### src/rtl/packed_lane_pkg.sv
package packed_lane_pkg;

  localparam int unsigned DATA_W = 64;
  localparam int unsigned BYTE_W = 8;
  localparam int unsigned NUM_BYTES = DATA_W / BYTE_W;

  typedef enum logic [1:0] {
    LM_B8  = 2'b00,
    LM_H16 = 2'b01,
    LM_W32 = 2'b10,
    LM_D64 = 2'b11
  } lane_mode_e;

  // Bit i set when i is a multiple of step (byte index at a lane bottom).
  function automatic logic [NUM_BYTES-1:0] lane_base_mask(input int unsigned step);
    logic [NUM_BYTES-1:0] m;
    m = '0;
    for (int unsigned i = 0; i < NUM_BYTES; i++) begin
      if ((i % step) == 0) m[i] = 1'b1;
    end
    return m;
  endfunction

endpackage

### src/rtl/byte_add_slice.sv
module byte_add_slice #(
  parameter int unsigned W = 8
) (
  input  logic [W-1:0] a_i,
  input  logic [W-1:0] b_i,
  input  logic         cin_i,
  output logic [W-1:0] sum_o,
  output logic         cout_o
);

  logic [W:0] total;

  always_comb begin
    total  = {1'b0, a_i} + {1'b0, b_i} + {{W{1'b0}}, cin_i};
    sum_o  = total[W-1:0];
    cout_o = total[W];
  end

endmodule

### src/rtl/lane_boundary_gate.sv
module lane_boundary_gate
  import packed_lane_pkg::*;
#(
  parameter int unsigned BYTE_IDX = 0
) (
  input  lane_mode_e mode_i,
  input  logic       carry_lo_i,   // carry out of this byte
  output logic       is_top_o,     // this byte closes its lane
  output logic       carry_up_o    // carry handed to the next byte
);

  localparam int unsigned IW = $clog2(NUM_BYTES) + 2;
  localparam logic [IW-1:0] POS = IW'(BYTE_IDX + 1);

  logic [IW-1:0] span_m1;

  always_comb begin
    span_m1    = (IW'(1) << mode_i) - IW'(1);
    is_top_o   = ((POS & span_m1) == '0);
    carry_up_o = carry_lo_i & ~is_top_o;
  end

endmodule

### src/rtl/packed_lane_adder.sv
module packed_lane_adder
  import packed_lane_pkg::*;
#(
  parameter bit REG_OUT = 1'b1
) (
  input  logic                 clk,
  input  logic                 rst_n,
  input  logic [1:0]           lane_mode_i,
  input  logic [DATA_W-1:0]    op_a_i,
  input  logic [DATA_W-1:0]    op_b_i,
  output logic [DATA_W-1:0]    sum_o,
  output logic [NUM_BYTES-1:0] carry_o
);

  localparam logic [NUM_BYTES-1:0] BASE_H16 = lane_base_mask(2);
  localparam logic [NUM_BYTES-1:0] BASE_W32 = lane_base_mask(4);

  lane_mode_e mode;
  assign mode = lane_mode_e'(lane_mode_i);

  // Reset: asynchronous assertion, clocked release.
  logic rst_meta_q, rst_sync_n;
  always_ff @(posedge clk or negedge rst_n) begin
    if (!rst_n) begin
      rst_meta_q <= 1'b0;
      rst_sync_n <= 1'b0;
    end else begin
      rst_meta_q <= 1'b1;
      rst_sync_n <= rst_meta_q;
    end
  end

  // Segmented ripple chain.
  logic [DATA_W-1:0]    sum_c;
  logic [NUM_BYTES-1:0] raw_co, lane_top, cin_vec, carry_c;

  for (genvar i = 0; i < NUM_BYTES; i++) begin : g_byte
    logic cin_b, co_b, top_b, up_b;
    logic [BYTE_W-1:0] s_b;

    if (i == 0) begin : g_first
      assign cin_b = 1'b0;
    end else begin : g_link
      assign cin_b = g_byte[i-1].up_b;
    end

    byte_add_slice #(.W(BYTE_W)) i_slice (
      .a_i    (op_a_i[i*BYTE_W +: BYTE_W]),
      .b_i    (op_b_i[i*BYTE_W +: BYTE_W]),
      .cin_i  (cin_b),
      .sum_o  (s_b),
      .cout_o (co_b)
    );

    lane_boundary_gate #(.BYTE_IDX(i)) i_gate (
      .mode_i     (mode),
      .carry_lo_i (co_b),
      .is_top_o   (top_b),
      .carry_up_o (up_b)
    );

    assign sum_c[i*BYTE_W +: BYTE_W] = s_b;
    assign raw_co[i]   = co_b;
    assign lane_top[i] = top_b;
    assign cin_vec[i]  = cin_b;
    assign carry_c[i]  = co_b & top_b;
  end

  // Optional output stage.
  if (REG_OUT) begin : g_reg
    logic [DATA_W-1:0]    sum_d, sum_q;
    logic [NUM_BYTES-1:0] carry_d, carry_q;

    always_comb begin
      sum_d   = sum_c;
      carry_d = carry_c;
    end

    always_ff @(posedge clk or negedge rst_sync_n) begin
      if (!rst_sync_n) begin
        sum_q   <= '0;
        carry_q <= '0;
      end else begin
        sum_q   <= sum_d;
        carry_q <= carry_d;
      end
    end

    assign sum_o   = sum_q;
    assign carry_o = carry_q;

    // outputs trail the combinational result by one edge
    a_r7_one_cycle: assert property (@(posedge clk) disable iff (!rst_sync_n)
      $past(rst_sync_n) |-> (sum_o == $past(sum_c) && carry_o == $past(carry_c)));
  end else begin : g_comb
    assign sum_o   = sum_c;
    assign carry_o = carry_c;
  end

  // every byte boundary is cut in 8-bit mode
  a_r2_byte_cut: assert property (@(posedge clk) disable iff (!rst_sync_n)
    (mode == LM_B8) |-> (cin_vec == '0));

  // lane bottoms of 16-bit lanes get no carry
  a_r3_half_cut: assert property (@(posedge clk) disable iff (!rst_sync_n)
    (mode == LM_H16) |-> ((cin_vec & BASE_H16) == '0));

  // lane bottoms of 32-bit lanes get no carry
  a_r4_word_cut: assert property (@(posedge clk) disable iff (!rst_sync_n)
    (mode == LM_W32) |-> ((cin_vec & BASE_W32) == '0));

  // full ripple through all bytes in 64-bit mode
  a_r5_full_chain: assert property (@(posedge clk) disable iff (!rst_sync_n)
    (mode == LM_D64) |-> (cin_vec[NUM_BYTES-1:1] == raw_co[NUM_BYTES-2:0]));

  // only the top byte may report a carry in 64-bit mode
  a_r6_top_only: assert property (@(posedge clk) disable iff (!rst_sync_n)
    (mode == LM_D64) |-> (carry_c[NUM_BYTES-2:0] == '0));

endmodule

### config.mk
export PLATFORM = sky130hd
export DESIGN_NAME = packed_lane_adder
export DESIGN_NICKNAME = d
export VERILOG_FILES = /design/src/rtl/packed_lane_pkg.sv /design/src/rtl/byte_add_slice.sv /design/src/rtl/lane_boundary_gate.sv /design/src/rtl/packed_lane_adder.sv
export SDC_FILE = /design/constraint.sdc
export NUM_CORES = 1
export LEC_CHECK = 0
export BUFFER_PORTS_ARGS = -buffer_cell sky130_fd_sc_hd__buf_2
export CAP_MARGIN = 40
export CORE_ASPECT_RATIO = 0.8
export CORE_MARGIN = 2
export CORE_UTILIZATION = 43
export CTS_CLUSTER_DIAMETER = 120
export DETAILED_ROUTE_END_ITERATION = 6
export PLACE_DENSITY = 0.8
export SKIP_CTS_REPAIR_TIMING = 1
export SYNTH_ARGS = -nofsm -noshare
export SYNTH_HDL_FRONTEND = slang
export SYNTH_SLANG_ARGS = --single-unit
export TNS_END_PERCENT = 100
### constraint.sdc
create_clock -name clk -period 2.1 [get_ports clk]
set_input_delay 0.315 -clock clk [delete_from_list [all_inputs] [get_ports clk]]
set_output_delay 0.315 -clock clk [all_outputs]
set_load 0.05 [all_outputs]
==> results.py <==
metrics = {
    "status": {
        "status": "complete, but fails checks",
        "violations": "setup timing",
    },
    "clock_network": {
        "cts_buffer_depth": 2,
        "cts_buffers": 9,
        "insertion_delay_ns": 0.32,
        "h-tree-depth": 3,
        "root_buffer": "clkbuf_16",
        "cts_tree": "yes",
        "clk_pin_slew_worst_paths_ns": 0.06,
        "cts.sinks": 74,
    },
    "timing": {
        "slew_viol_final": 0,
        "setup_tns_ns": -295.08,
        "setup_violations": 62,
        "clock_skew_ns": 0.004703,
        "finalHoldViolCount": 0,
        "period_share_pct": 531.6,
        "tightest_slew_ns": 0.5677,
        "fmax_ghz": 0.08958,
        "slew_headroom_pct": 62.16,
        "rsz0062_at_grt": "true",
        "period_minus_slack_ns": 11.16,
        "worst_slack_ns": -9.063,
    },
    "finish": {
        "fin_nets": 928,
        "final_common_cell": "buf_2",
        "final_util_pct": 71.06,
        "drive_gt1_share_pct": 55.91,
        "area_delta_synth_final_pct": 63.16,
        "fillers": 720,
        "antennaDiodeCount": 0,
        "final_cell_mix": "buf_2, buf_4, dfrtp_1",
        "finalInstanceArea_um2": 7188,
    },
    "route": {
        "ant_nets": 0,
        "viasPerCell": 5.162,
        "drt_iter0_markers": 192,
        "wirelength_um": 13970,
        "via_count": 4481,
        "wl_per_cell_um": 16.09,
        "drcViolationCount": 0,
        "drt_first_pass_iters": 5,
    },
    "floorplanning": {
        "fp.dieH_um": 94.54,
        "core_area_um2": 10120,
        "num_io_pins": 204,
        "start_util_pct": 43.55,
        "die-area_um2": 11080,
        "die_w_um": 117.2,
        "row_count": 33,
    },
    "synthesis": {
        "async_reset_ff_share_pct": 100.0,
        "synth_cells": 387,
        "synth_area_leaders": "dfrtp_1, ha_1, fa_1",
        "synth_cell_type_count": 37,
        "synth_seq_cells": 74,
        "syn_area_per_cell_um2": 11.38,
        "yosysWarnings": 0,
        "netlist.area_leader.share_pct": 42.03,
        "synth_edf_count": 0,
        "synth-seq-area-share_pct": 42.03,
        "synth_area_leader_cell": "dfrtp_1",
        "synthFlopType": "dfrtp_1",
        "netlist_area_um2": 4405,
        "synth_fp_nets": 591,
    },
    "grt": {
        "grt_max_degree": 44,
        "grt_first_pass_wirelength_um": 20630,
        "grt-ovfl-total": 0,
        "grtUsageTotal_pct": 24.18,
        "antenna_found_initial": 1,
        "grt_pass1_vias": 4562,
    },
    "power_and_ir_drop": {
        "p_leak_nw": 3.720,
        "power_density_nw_per_um2": 829.0,
        "power_mw": 5.959,
        "ir_drop_mv": 0.4095,
    },
    "run": {
        "cap_violations": 0,
    },
    "worst_setup_path": {
        "path_max_fanout": 3,
        "worstPathArrival_ns": 11.37,
        "startpoint_type": "input pin",
        "required_ns": 2.30,
        "crit_type": "in -> reg",
        "cpMostUsedCell": "fa_2",
        "timing.critical_path.buf_inv": 1,
        "slowest_stage": "fa_2",
        "cp-end-kind": "flop",
        "critPathTopFamily": "adder cells",
        "cp_slowest_stage_delay_ns": 0.40,
    },
    "place": {
        "dpl_worst_slack_ns": -9.431,
        "dpl-instance-area_um2": 6514,
        "place.gp.congestion": 0.9456,
        "port_buffers": 203,
        "hpwl_um": 11010,
    },
    "hold_path": {
        "hold_path.class": "in -> reg",
    },
}
-- report_power, final --
group	switching (mW)	internal, mW
registers	0.0887	1.69
logic	1.75	0.929
clock network	0.563	0.943
total	2.40	3.56
-- state kept, by name (all words and copies together) (netlist names) --
register / cells
carry_o: 8
sum_o: 64
rst_sync_n: 1
rst_meta_q: 1
-- through the flow --
stage | hold WS [ns] | std cells
global placement | 0.1007 | 830
floorplan | 0.01941 | 387
finish | 0.2073 | 868
CTS | -0.2462 | 845
global route | 0.1984 | 868
detailed placement | 0.1041 | 830
-- path summary, 6_finish.rpt --
check	to	slack, ns	from	cells past startpoint
hold reg to reg	sum_o[22]	0.33	rst_sync_n	0
max in group asynchronous	sum_o[15]	1.09	rst_sync_n	1
setup reg to reg	sum_o[15]	1.09	rst_sync_n	1
hold / removal	sum_o[0]	0.21	op_b_i[0]	2
min in group asynchronous	rst_meta_q	0.31	rst_n	2
setup / recovery	carry_o[7]	-9.06	op_a_i[0]	49
-- final cells by class --
cell class | instances | area (µm²) | area share, %
repair buffers | 327 | 1988 | 27.66
clock inverters | 3 | 40.04 | 0.5570
clock buffers | 12 | 246.5 | 3.429
well taps | 140 | 175.2 | 2.437
flip-flops and latches | 74 | 1856 | 25.81
multi-input cells | 302 | 2845 | 39.58
inverters | 10 | 37.54 | 0.5222
-- logic make-up after synthesis --
family                   Yosys count  share of synthesized area (%)
adder cells (fa/ha/maj)           72                          23.00
XOR/XNOR                          40                          7.952
AO/OA/AOI/OAI                    107                          16.70
other                              1                        0.08512
flip-flops                        74                          42.03
AND/OR/NAND/NOR                   82                          9.287
buffers and inverters             11                         0.9372
-- Yosys cell counts (all sizes together) (3+ instances only) --
master,instances
dfrtp,74
a211oi,8
xor2,23
a311o,3
nor3,11
nor2,25
o21a,10
nor4,4
nor2b,7
or4,4
o22ai,6
nand2,7
a2111o,4
and2,3
o21ai,16
xnor2,17
inv,10
nand3,14
or3,3
ha,57
a221oi,7
a22oi,3
fa,15
a21o,22
a21oi,23
-- metal layers --
layer	track usage, %	vias to the layer above	routed length, µm
met1	26.34	2128	5242
met5	0	-	11
met3	6.739	36	1041
met2	44.44	224	7345
li1	-	2091	-
met4	9.118	2	330
Note: power is estimated with default switching activity, not from simulation.
